<file path="config.mk">
export PLATFORM = sky130hd
export DESIGN_NAME = bincorr_top
export DESIGN_NICKNAME = d
export VERILOG_FILES = /design/src/rtl/bincorr_pkg.sv /design/src/rtl/bincorr_hist.sv /design/src/rtl/bincorr_cells.sv /design/src/rtl/bincorr_ctrl.sv /design/src/rtl/bincorr_top.sv
export SDC_FILE = /design/constraint.sdc
export NUM_CORES = 1
export LEC_CHECK = 0
export BUFFER_PORTS_ARGS = -buffer_cell sky130_fd_sc_hd__buf_2
export CELL_PAD_IN_SITES_DETAIL_PLACEMENT = 0
export CELL_PAD_IN_SITES_GLOBAL_PLACEMENT = 1
export CORE_ASPECT_RATIO = 0.8
export CORE_MARGIN = 2
export CORE_UTILIZATION = 53
export DETAILED_ROUTE_END_ITERATION = 12
export GPL_TIMING_DRIVEN = 0
export MAX_ROUTING_LAYER = met4
export PLACE_DENSITY_LB_ADDON = 0.1
export SLEW_MARGIN = 20
export SYNTH_ARGS = -nofsm -noshare
export SYNTH_HDL_FRONTEND = slang
export SYNTH_SLANG_ARGS = --single-unit
</file>
<file path="constraint.sdc">
create_clock -name clk_i -period 6.4 [get_ports clk_i]
set_input_delay 1.28 -clock clk_i [delete_from_list [all_inputs] [get_ports clk_i]]
set_output_delay 1.28 -clock clk_i [all_outputs]
set_load 0.02 [all_outputs]
</file>
<file path="src/rtl/bincorr_pkg.sv">
package bincorr_pkg;
  typedef enum logic {ST_IDLE, ST_BUSY} corr_state_e;

  function automatic int ceil_div(input int a, input int b);
    return (a + b - 1) / b;
  endfunction
endpackage

</file>
<file path="src/rtl/bincorr_hist.sv">
module bincorr_hist #(
  parameter int DATA_W   = 8,
  parameter int NUM_TAPS = 8,
  parameter int NUM_CHAN = 4,
  parameter int OSR      = 1,
  parameter int CH_W     = 2
) (
  input  logic              clk_i,
  input  logic              rst_ni,
  input  logic              wr_en_i,
  input  logic [CH_W-1:0]   wr_chan_i,
  input  logic [DATA_W-1:0] wr_data_i,
  input  logic [CH_W-1:0]   rd_chan_i,
  output logic [DATA_W-1:0] taps_o [NUM_TAPS]
);
  localparam int HIST = (NUM_TAPS - 1) * OSR + 1;

  logic [DATA_W-1:0] mem_q [NUM_CHAN][HIST];

  always_ff @(posedge clk_i or negedge rst_ni) begin
    if (!rst_ni) begin
      for (int c = 0; c < NUM_CHAN; c++)
        for (int i = 0; i < HIST; i++) mem_q[c][i] <= '0;
    end else if (wr_en_i) begin
      for (int c = 0; c < NUM_CHAN; c++) begin
        if (wr_chan_i == CH_W'(c)) begin
          mem_q[c][0] <= wr_data_i;
          for (int i = 1; i < HIST; i++) mem_q[c][i] <= mem_q[c][i-1];
        end
      end
    end
  end

  // strided tap selection: newest, then every OSR-th older sample
  always_comb begin
    for (int k = 0; k < NUM_TAPS; k++) taps_o[k] = mem_q[rd_chan_i][k*OSR];
  end
endmodule

</file>
<file path="src/rtl/bincorr_cells.sv">
module bincorr_cells #(
  parameter int DATA_W    = 8,
  parameter int NUM_TAPS  = 8,
  parameter int CELLS     = 2,
  parameter int STEPS     = 4,
  parameter int STEP_W    = 2,
  parameter int ACC_W     = 12,
  parameter bit IN_SIGNED = 1'b1
) (
  input  logic [DATA_W-1:0]       taps_i [NUM_TAPS],
  input  logic [NUM_TAPS-1:0]     coef_i,
  input  logic [STEP_W-1:0]       step_i,
  output logic signed [ACC_W-1:0] part_o
);
  localparam int PAD   = STEPS * CELLS;
  localparam int IDX_W = (PAD > 1) ? $clog2(PAD) : 1;

  logic [DATA_W-1:0]       tap_pad [PAD];
  logic [PAD-1:0]          coef_pad;
  logic [PAD-1:0]          used_pad;
  logic signed [ACC_W-1:0] term [CELLS];

  for (genvar i = 0; i < PAD; i++) begin : g_pad
    if (i < NUM_TAPS) begin : g_real
      assign tap_pad[i]  = taps_i[i];
      assign coef_pad[i] = coef_i[i];
      assign used_pad[i] = 1'b1;
    end else begin : g_fill
      assign tap_pad[i]  = '0;
      assign coef_pad[i] = 1'b0;
      assign used_pad[i] = 1'b0;
    end
  end

  for (genvar k = 0; k < CELLS; k++) begin : g_cell
    logic [IDX_W-1:0]        idx;
    logic signed [ACC_W-1:0] ext;
    assign idx = IDX_W'(int'(step_i) * CELLS + k);
    if (IN_SIGNED) begin : g_sx
      assign ext = ACC_W'($signed(tap_pad[idx]));
    end else begin : g_zx
      assign ext = ACC_W'(tap_pad[idx]);
    end
    assign term[k] = !used_pad[idx] ? '0 : (coef_pad[idx] ? ext : -ext);
  end

  always_comb begin
    part_o = '0;
    for (int k = 0; k < CELLS; k++) part_o = part_o + term[k];
  end
endmodule

</file>
<file path="src/rtl/bincorr_ctrl.sv">
module bincorr_ctrl
  import bincorr_pkg::*;
#(
  parameter int STEPS  = 4,
  parameter int STEP_W = 2,
  parameter int CH_W   = 2
) (
  input  logic              clk_i,
  input  logic              rst_ni,
  input  logic              in_valid_i,
  input  logic [CH_W-1:0]   in_chan_i,
  input  logic              in_bs_i,
  output logic              in_ready_o,
  output logic              accept_o,
  output logic              busy_o,
  output logic              last_o,
  output logic [STEP_W-1:0] step_o,
  output logic [CH_W-1:0]   chan_o,
  output logic              bs_o
);
  corr_state_e       state_q;
  logic [STEP_W-1:0] step_q;
  logic [CH_W-1:0]   chan_q;
  logic              bs_q;

  assign in_ready_o = (state_q == ST_IDLE);
  assign accept_o   = in_valid_i && in_ready_o;
  assign busy_o     = (state_q == ST_BUSY);
  assign last_o     = busy_o && (step_q == STEP_W'(STEPS - 1));
  assign step_o     = step_q;
  assign chan_o     = chan_q;
  assign bs_o       = bs_q;

  always_ff @(posedge clk_i or negedge rst_ni) begin
    if (!rst_ni) begin
      state_q <= ST_IDLE;
      step_q  <= '0;
      chan_q  <= '0;
      bs_q    <= 1'b0;
    end else if (accept_o) begin
      state_q <= ST_BUSY;
      step_q  <= '0;
      chan_q  <= in_chan_i;
      bs_q    <= in_bs_i;
    end else if (busy_o) begin
      if (last_o) state_q <= ST_IDLE;
      else        step_q  <= step_q + 1'b1;
    end
  end
endmodule

</file>
<file path="src/rtl/bincorr_top.sv">
module bincorr_top
  import bincorr_pkg::*;
#(
  parameter int DATA_W    = 8,
  parameter int NUM_TAPS  = 8,
  parameter int NUM_CHAN  = 4,
  parameter int OSR       = 1,
  parameter int CELLS     = 2,
  parameter bit IN_SIGNED = 1'b1,
  localparam int CH_W     = (NUM_CHAN > 1) ? $clog2(NUM_CHAN) : 1,
  localparam int ACC_W    = DATA_W + $clog2(NUM_TAPS) + 1
) (
  input  logic                clk_i,
  input  logic                rst_ni,
  input  logic                in_valid_i,
  output logic                in_ready_o,
  input  logic [CH_W-1:0]     in_chan_i,
  input  logic [DATA_W-1:0]   in_data_i,
  input  logic                in_bs_i,
  input  logic                coef_we_i,
  input  logic [CH_W-1:0]     coef_addr_i,
  input  logic [NUM_TAPS-1:0] coef_data_i,
  output logic                out_valid_o,
  output logic [CH_W-1:0]     out_chan_o,
  output logic                out_bs_o,
  output logic [ACC_W-1:0]    out_data_o
);
  localparam int STEPS  = ceil_div(NUM_TAPS, CELLS);
  localparam int STEP_W = (STEPS > 1) ? $clog2(STEPS) : 1;

  logic                    accept, busy, last, cur_bs;
  logic [STEP_W-1:0]       step;
  logic [CH_W-1:0]         cur_chan;
  logic [DATA_W-1:0]       taps [NUM_TAPS];
  logic [NUM_TAPS-1:0]     coef_mem [NUM_CHAN];
  logic [NUM_TAPS-1:0]     coef_q;
  logic signed [ACC_W-1:0] part, acc_q, acc_nxt;

  bincorr_ctrl #(.STEPS(STEPS), .STEP_W(STEP_W), .CH_W(CH_W)) u_ctrl (
    .clk_i, .rst_ni, .in_valid_i, .in_chan_i, .in_bs_i,
    .in_ready_o, .accept_o(accept), .busy_o(busy), .last_o(last),
    .step_o(step), .chan_o(cur_chan), .bs_o(cur_bs)
  );

  bincorr_hist #(
    .DATA_W(DATA_W), .NUM_TAPS(NUM_TAPS), .NUM_CHAN(NUM_CHAN), .OSR(OSR), .CH_W(CH_W)
  ) u_hist (
    .clk_i, .rst_ni, .wr_en_i(accept), .wr_chan_i(in_chan_i), .wr_data_i(in_data_i),
    .rd_chan_i(cur_chan), .taps_o(taps)
  );

  bincorr_cells #(
    .DATA_W(DATA_W), .NUM_TAPS(NUM_TAPS), .CELLS(CELLS), .STEPS(STEPS),
    .STEP_W(STEP_W), .ACC_W(ACC_W), .IN_SIGNED(IN_SIGNED)
  ) u_cells (
    .taps_i(taps), .coef_i(coef_q), .step_i(step), .part_o(part)
  );

  always_ff @(posedge clk_i or negedge rst_ni) begin
    if (!rst_ni) begin
      for (int c = 0; c < NUM_CHAN; c++) coef_mem[c] <= '0;
    end else if (coef_we_i) begin
      coef_mem[coef_addr_i] <= coef_data_i;
    end
  end

  // sequence is frozen at acceptance so in-flight results ignore later writes
  always_ff @(posedge clk_i or negedge rst_ni) begin
    if (!rst_ni)     coef_q <= '0;
    else if (accept) coef_q <= coef_mem[in_chan_i];
  end

  assign acc_nxt = acc_q + part;

  always_ff @(posedge clk_i or negedge rst_ni) begin
    if (!rst_ni)     acc_q <= '0;
    else if (accept) acc_q <= '0;
    else if (busy)   acc_q <= acc_nxt;
  end

  always_ff @(posedge clk_i or negedge rst_ni) begin
    if (!rst_ni) begin
      out_valid_o <= 1'b0;
      out_chan_o  <= '0;
      out_bs_o    <= 1'b0;
      out_data_o  <= '0;
    end else begin
      out_valid_o <= last;
      if (last) begin
        out_chan_o <= cur_chan;
        out_bs_o   <= cur_bs;
        out_data_o <= acc_nxt;
      end
    end
  end
endmodule

</file>
=== Word-level counts from Yosys, hierarchy flattened ===
Memories as Yosys holds them, arrays and structs flattened.
Index checks and enable logic that the tools add are counted.
Widths: inputs -> output; s select.

* Bits in registers: 330
* ROM bits: 8
* Input port bits: 25
* Output and inout port bits: 17
* Word-level logic and storage cells: 116
* Memories: 1

{| class="wikitable"
|+ Memories
! memory !! words !! bits a word !! read ports !! clocked after Yosys merged registers in !! wr ports !! line !! RTL
|-
| (no name shown) || 8 || 1 || 1 || 0 || 0 || bincorr_cells.sv:44 || <nowiki>assign term[k] = !used_pad[idx] ? '0 : (coef_pad[idx] ? ext : -ext);</nowiki>
|}

* $add $sub $neg: 6
* Magnitude comparators: 8
* Eq/ne operators: 5
* Multiplexer cells: 34
* Bitwise gates (word level): 6
* Reductions and logical operators: 10

{| class="wikitable"
|+ Operators with widths
! operator !! count
|-
| $bmux 64 s2 || 1
|-
| $mux 64 || 2
|-
| $mux 12 || 6
|-
| $mux 8 || 7
|-
| $bmux 8 s3 || 2
|-
| $bwmux 32 || 1
|-
| $add 12x12->12 || 2
|-
| $neg 12->12 || 2
|-
| $bmux 8 s2 || 1
|-
| $demux 8 s2 || 1
|-
| $reduce_and 2->1 || 5
|-
| $ge 3x3->1 const B || 3
|-
| $not 2->3 || 3
|-
| $ge 4x4->1 const B || 2
|-
| $lt 3x4->1 const B || 2
|-
| $not 3->4 || 2
|-
| $mux 1 || 7
|-
| $eq 2x2->1 const B || 3
|-
| $mux 2 || 3
|-
| $bmux 1 s2 || 2
|-
| $add 3x1->3 const B || 1
|-
| $bmux 1 s3 || 1
|-
| $logic_and 1x1->1 || 3
|-
| $lt 3x1->1 const B || 1
|-
| 6 further kinds || 6
|}

=== Depth between registers and ports, before layout ===
Gate-level depths: netlist of the first run.

* Depth in word-level cells: 14
* Gate-level depth with buffers: 22
* Depth with buffers taken out: 19

=== Cells and area by module ===
A second synthesis of the first run with hierarchy kept.

* Cell total of the unflattened synthesis: 1,068
* Area total of the unflattened synthesis: 16,455.8 um2

{| class="wikitable"
|+ Modules (own cells, without submodules)
! module !! times used !! cells each !! area each (um2) !! seq. area each (um2)
|-
| bincorr_hist || 1 || 621 || 11,334.6 || 6,406.1
|-
| bincorr_top || 1 || 280 || 3,515.9 || 1,701.6
|-
| bincorr_cells || 1 || 148 || 1,328.8 || 0.0
|-
| bincorr_ctrl || 1 || 19 || 276.5 || 150.1
|}

=== Worst setup path before layout of the first run ===
OpenSTA, ideal clock, no wires.

* Kind: register to register
* From: register u_ctrl.chan_q[1] (netlist: u_ctrl.chan_o[1])
* To: register out_data_o[11]
* Setup time: 0.071 ns
* Data arrival time: 4.934 ns
* Required time: 6.329 ns
* Path slack: 1.396 ns
* Stages on the path, launching flop included: 21
* Path buffers: 3
* Clock period less this slack: 5.004 ns
* Path through: dfrtp_1 > buf_2 > buf_1 > clkbuf_1 > mux4_1 > nor3_1 > nor2_1 > inv_1 > ha_1 > nor2_1 > xnor2_1 > fa_1 > inv_1 > fa_1 > a21o_1 > a21oi_1 > o21bai_1 > a2111oi_0 > o311ai_0 > or3b_1 > nand4_1

* Longest elaborated chain between the ends: 12
* Elaborated cells on any way between the ends: 18
* Classes of those cells: 4 x add/sub; 13 x mux; 1 x bitwise

{| class="wikitable"
|+ RTL lines
! what !! line !! RTL
|-
| start, declared || bincorr_ctrl.sv:23 || <nowiki>logic [CH_W-1:0] chan_q;</nowiki>
|-
| start signal, assigned || bincorr_ctrl.sv:43 || <nowiki>chan_q <= in_chan_i;</nowiki>
|-
| $not 2->3 (not written as such) (*) || bincorr_hist.sv:36 || <nowiki>for (int k = 0; k < NUM_TAPS; k++) taps_o[k] = mem_q[rd_chan_i][k*OSR];</nowiki>
|-
| $bmux 64 s2 (*) || bincorr_hist.sv:36 ||
|-
| $mux 64 (not written as such) (*) (2 in a row) || bincorr_hist.sv:36 ||
|-
| $bmux 8 s3 || bincorr_cells.sv:40 || <nowiki>assign ext = ACC_W'($signed(tap_pad[idx]));</nowiki>
|-
| $mux 8 (not written as such) (2 in a row) || bincorr_cells.sv:40 ||
|-
| $neg 12->12 || bincorr_cells.sv:44 ||
|-
| $mux 12 (2 in a row) || bincorr_cells.sv:44 ||
|-
| $add 12x12->12 (*) || bincorr_cells.sv:49 || <nowiki>for (int k = 0; k < CELLS; k++) part_o = part_o + term[k];</nowiki>
|-
| $add 12x12->12 (*) || bincorr_top.sv:73 || <nowiki>assign acc_nxt = acc_q + part;</nowiki>
|-
| end signal, assigned || bincorr_top.sv:92 || <nowiki>out_data_o <= acc_nxt;</nowiki>
|-
| end, declared || bincorr_top.sv:26 || <nowiki>output logic [ACC_W-1:0] out_data_o</nowiki>
|}

Mark *: on every way between the ends. The rest lies on a longest branch, timed or not. The select of a mux whose other input is x is not followed.
A chain may end at the register's enable or synchronous reset.

=== Final worst setup path of the first run ===
Same ends and word-level chain as after synthesis.

==> results of run 1 <==
## routing by layer
metal,vias up,GRT usage (%),wire length (um)
li1,4327,-,-
met1,5161,40.8,19500
met2,208,36.8,16900
met3,60,5.65,2080
met4,0,6.08,789
met5,-,-,0
## critical path: cells and delay by family (launching register included)
kind	cells	cell delay, ns
AO/OA/AOI/OAI	5	1.37
buffers and inverters	5	1.40
adder cells (fa/ha/maj)	3	1.18
flip-flops	1	0.31
multiplexers	1	0.36
XOR/XNOR	1	0.18
AND/OR/NAND/NOR	5	1.18
## how the worst min path moves through the flow
stage | startpoint | cells after the start | endpoint
2_1_floorplan | coef_q[7] | 2 | coef_q[7]
3_3_place_gp | out_data_o[3] | 2 | out_data_o[3]
3_5_place_dp | out_data_o[3] | 2 | out_data_o[3]
4_1_cts | out_data_o[3] | 2 | out_data_o[3]
5_1_grt | u_hist.mem_q[1] | 1 | u_hist.mem_q[1]
6_report | out_data_o[3] | 2 | out_data_o[3]
## cell usage in the layout (no fill, tap or decap), types with 5 or more instances in the layout
cell,Yosys,routed
clkinv_2,0,5
buf_6,6,6
nor3_1,9,8
clkbuf_1,36,40
mux2i_1,37,37
buf_1,7,6
a211oi_1,6,6
nand2_1,48,48
o31ai_1,9,9
and2_1,5,5
xnor2_1,17,17
dfrtp_1,330,330
fa_1,12,12
nor2_1,36,36
clkbuf_8,0,6
nor2b_1,6,6
o21ai_0,6,6
nand2b_1,5,5
ha_1,13,13
mux4_1,12,12
mux2_2,306,306
o22ai_1,13,13
buf_2,8,47
a221oi_1,12,12
mux4_2,41,41
a21oi_1,20,20
a22oi_1,12,12
inv_1,40,40
clkbuf_16,0,36
## logic make-up after synthesis
family / count (synthesis) / share of synthesized area (%)
flops: 330 / 52.0
compound gates: 113 / 5.30
fa+ha+maj: 25 / 2.54
buf+inv: 103 / 2.98
simple gates: 137 / 4.12
xor+xnor: 21 / 1.16
mux: 396 / 31.9
## synth_stat cells (4+ instances only)
master	instances	area, um2
a21oi_1	20	100
o31ai_1	9	67.6
buf_2	8	40.0
buf_6	6	67.6
o2111ai_1	4	35.0
a21o_1	4	30.0
dfrtp_1	330	8260
o22ai_1	13	81.3
xor2_1	4	35.0
ha_1	13	163
a22oi_1	12	90.1
clkbuf_1	36	135
xnor2_1	17	149
nor4_1	4	25.0
nor2b_1	6	37.5
nand2_1	48	180
mux4_1	12	315
nand3b_1	4	30.0
mux2_2	306	3450
o21ai_0	6	30.0
mux4_2	41	923
nand3_1	4	20.0
inv_1	40	150
nor3_1	9	45.0
and2_1	5	31.3
a211oi_1	6	45.0
nand2b_1	5	31.3
buf_1	7	26.3
mux2i_1	37	370
nor2_1	36	135
a221oi_1	12	105
fa_1	12	240
## layout make-up
type / instances / area [um2]
Tap cell: 377 / 472
Clock inverter: 8 / 80.1
Inverter: 43 / 161
Fill cell: 2373 / 11600
Multi-Input combinational cell: 692 / 7150
Buffer: 60 / 322
Sequential cell: 330 / 8260
Clock buffer: 48 / 1010
Timing Repair Buffer: 44 / 300
## per-stage QoR
stage                     hold WS [ns]  util (%)  area, um2
after global routing             0.509      60.5      17800
after global placement           0.458      56.3      16500
final                            0.477      60.5      17800
after floorplan                  0.440         -      15900
after CTS                        0.484      60.4      17700
after detailed placement         0.470      56.7      16600
## state kept, by name, indices dropped and copies added (netlist names)
register / flops
out_valid_o: 1
acc_q: 12
u_ctrl.step_o: 2
coef_mem: 32
coef_q: 8
u_ctrl.bs_o: 1
out_data_o: 12
u_ctrl.busy_o: 1
u_hist.mem_q: 256
out_bs_o: 1
out_chan_o: 2
u_ctrl.chan_o: 2
## repair_timing
action                                  in CTS  in global routing
endpoints found under the setup margin       4                  2
gates resized for setup                      4                  1
cloned                                       0                  0
==> metrics.csv, run 1 <==
metric,value,unit
cts_tree,yes,
critPathMaxFanout,10,
rsz0062_at_grt,false,
cts-root-buf,clkbuf_16,
die_h,159,um
rrSetupSlack,0.32,ns
ys_seq_area_share,52.0,%
synth_ff_type,dfrtp_1,
cpMaxStageDelayCell,clkdlybuf4s15_2,
antenna_found_initial,0,
rr_startpoint,u_ctrl.chan_o[1],
grt_usage,26.8,%
die_w,197,um
clkTransAtPathRegs,0.06,ns
syn_nets,1175,
crit_chain,buf_2 -> clkdlybuf4s15_2 -> clkbuf_2 -> mux4_1 -> nor3_1 -> nor2_1 -> inv_1 -> ha_1 -> nor2_1 -> xnor2_1 -> fa_1 -> inv_1 -> fa_1 -> a21o_1 -> a21oi_1 -> o21bai_1 -> a2111oi_2 -> o311ai_0 -> or3b_1 -> nand4_1,
critPathRequiredTime,6.86,ns
finalHoldViolCount,0,
worst_pin_slew,1.01,ns
stdcell_count,1602,
io_pins,42,
ys_ff_latch,330,
hp-class,reg2reg,
setup_ws,0.324,ns
syn_to_final_growth,11.9,%
drt-wirelength-per-cell,24.5,um
core,29400,um2
async_reset_ff_share,100,%
fmax,165,MHz
syn-instance-count,1125,
setup_viol,0,
post_cts_buffers,0,
placedCellCount,1546,
worstRegToRegCells,20,
vias_per_cell,6.09,
critPathCaptureType,flip-flop,
cts_sinks,330,
run_status,"complete, no violations",
drt_iter0_drc,615,
htree_levels,2,
die-area,31300,um2
grt_pass1_wl,61000,um
synth-edff-count,0,
drc,0,
place_ws,-0.548,ns
cap_violations,0,
routed_wl,39200,um
endpoint,out_data_o[11],
slew_viol_final,0,
syn_area,15900,um2
antenna_cells,0,
fin_nets,1256,
critPathMaxStageDelay,0.55,ns
rows,56,
yosysUniqueCellTypes,67,
dp_hpwl,28200,um
ant_nets,0,
drive_gt1_share,38.9,%
fin_tns_setup,0,ns
vias,9756,
gr-total-overflow,0,
insertion_delay,0.53,ns
post-route-period-util,94.9,%
r2r_end,out_data_o[11],
drt_first_pass_iters,8,
critPathLaunch,u_ctrl.chan_o[1],
relSlewSlack,32.8,%
cp-start-kind,flip-flop,
clk_path_buf_depth,3,
min_period,6.08,ns
crit_arrival,6.53,ns
yosys_warnings,0,
clock-skew-final,0.0199,ns
crit_type,reg2reg,
syn_avg_cell_area,14.1,um2
globalplace.congestion,0.860,
portBuffers,40,
ctsHoldBuffers,0,
cts_buffers,35,
grt_pass1_vias,10100,
grt_max_degree,92,
start_util,54.0,%
Power of run 1 is not shown: default switching activity piles up to over one toggle a cycle in this logic, so the estimate is an artifact.
==> run 2: changes to the inputs <==
- CORE_UTILIZATION: 53 -> 28
- PLACE_DENSITY: not set -> 0.46
- PLACE_DENSITY_LB_ADDON: 0.1 -> not set
==> metrics.csv, run 2 (synthesized netlist as in run 1, its figures left out) <==
metric,value,unit
finalHoldViolCount,0,
relSlewSlack,21.3,%
grt_pass1_wl,70100,um
clkTransAtPathRegs,0.06,ns
placedCellCount,1931,
largest_reg_flops,256,
grt_max_degree,93,
fmax,167,MHz
io_pins,42,
slew_viol_final,0,
cts_tree,yes,
critPathMaxFanout,10,
rsz0062_at_grt,false,
rows,78,
vias_per_cell,4.85,
grt_pass1_vias,10400,
start_util,28.2,%
regMostFlops,u_hist.mem_q,
drc,0,
drt_first_pass_iters,4,
cts-root-buf,clkbuf_16,
min_period,5.98,ns
post-route-period-util,93.4,%
drt_iter0_drc,436,
cts_sinks,330,
top_regs,"u_hist.mem_q x256, coef_mem x32",
hp-class,reg2reg,
crit_arrival,6.47,ns
mostFrequentLayoutCell,dfrtp_1,
fin_hold_ws,0.473,ns
antenna_cells,0,
die-area,58600,um2
core,56300,um2
die_h,217,um
final_area,18500,um2
antenna_found_initial,0,
globalplace.congestion,0.762,
worst_pin_slew,1.18,ns
clock-skew-final,0.0280,ns
cp-start-kind,flip-flop,
routed_wl,46700,um
insertion_delay,0.57,ns
grt_usage,16.8,%
cap_violations,0,
run_status,"complete, no violations",
critPathCaptureType,flip-flop,
placed_area,17200,um2
stdcell_count,2003,
syn_to_final_growth,16.8,%
fin_nets,1263,
crit_type,reg2reg,
critPathRequiredTime,6.89,ns
vias,9707,
dp_hpwl,33700,um
cts_buffers,40,
gr-total-overflow,0,
ant_nets,0,
htree_levels,2,
final_cell_mix,"330 x dfrtp_1, 306 x mux2_2, 48 x nand2_1, 45 x buf_2, 44 x clkbuf_1",
drive_gt1_share,39.6,%
drt-wirelength-per-cell,23.3,um
fin_util,32.9,%
die_w,270,um
portBuffers,40,
clk_path_buf_depth,3,
setup_viol,0,
run 2: cell count changes in the layout (fill, tap and decap cells not counted), sizes merged:
cell           change
bufinv             +1
clkbuf            +17
clkdlybuf4s15      -1
clkdlybuf4s18      +1
clkinv             +1
inv                -1
run 2: worst max-delay path, cell delays in order, from the launching register on:
cell and delay, ns:
dfrtp_1 0.41, buf_6 0.22, buf_6 0.23, buf_6 0.23, mux2i_1 0.10, a221oi_1 0.61
a2bb2oi_1 0.27, nor2_1 0.26, inv_1 0.07, ha_1 0.27, mux2i_1 0.09, fa_1 0.52
inv_1 0.04, ha_1 0.24, fa_1 0.41, a21o_1 0.18, a21oi_1 0.22, o21bai_1 0.14
a2111oi_2 0.57, o311ai_0 0.31, or3b_1 0.41, nand4_1 0.10
run 2: per-layer routing:
| layer | vias up | wire (um) | track usage [%] |
|---|---|---|---|
| met5 | - | 0 | - |
| met4 | 0 | 1100 | 4.83 |
| met3 | 75 | 1890 | 2.48 |
| met2 | 136 | 19900 | 23.8 |
| met1 | 5148 | 23800 | 24.7 |
| li1 | 4348 | - | - |
run 2: final cells by class:
cell class / count / area [um2]
fillers: 5643 / 37800
flip-flops and latches: 330 / 8260
multi-input cells: 692 / 7160
clock buffers: 63 / 1230
well taps: 760 / 951
repair buffers: 46 / 335
plain buffers: 60 / 329
inverters: 43 / 161
clock inverters: 9 / 106
run 2: worst paths after layout:
kind	startpoint	end	slack, ns	cells after the start
worst max register to register	u_ctrl.chan_o[0]	out_data_o[11]	0.42	21
min in group asynchronous	rst_ni	out_data_o[3]	0.56	1
worst min register to register	out_data_o[5]	out_data_o[5]	0.47	2
worst min-delay path	out_data_o[5]	out_data_o[5]	0.47	2
worst max-delay path	u_ctrl.chan_o[0]	out_data_o[11]	0.42	21
max in group asynchronous	rst_ni	u_hist.mem_q[128]	4.73	3
run 2: per-stage QoR:
| step | setup TNS (ns) | setup slack [ns] |
|---|---|---|
| 2_1_floorplan | 0 | 1.40 |
| 3_3_place_gp | -920.39 | -2.85 |
| 3_5_place_dp | -3.87 | -1.01 |
| 4_1_cts | 0 | 0.0839 |
| 5_1_grt | 0 | 0.00778 |
| 6_report | 0 | 0.419 |
run 2: what timing repair did:
action | in CTS | in global routing
resized for setup | 5 | 7
setup endpoints to repair | 8 | 2
hold buffers | 0 | 0
pin swaps | 0 | 0
setup buffers | 0 | 0
Power of run 2 is left out for the same reason.
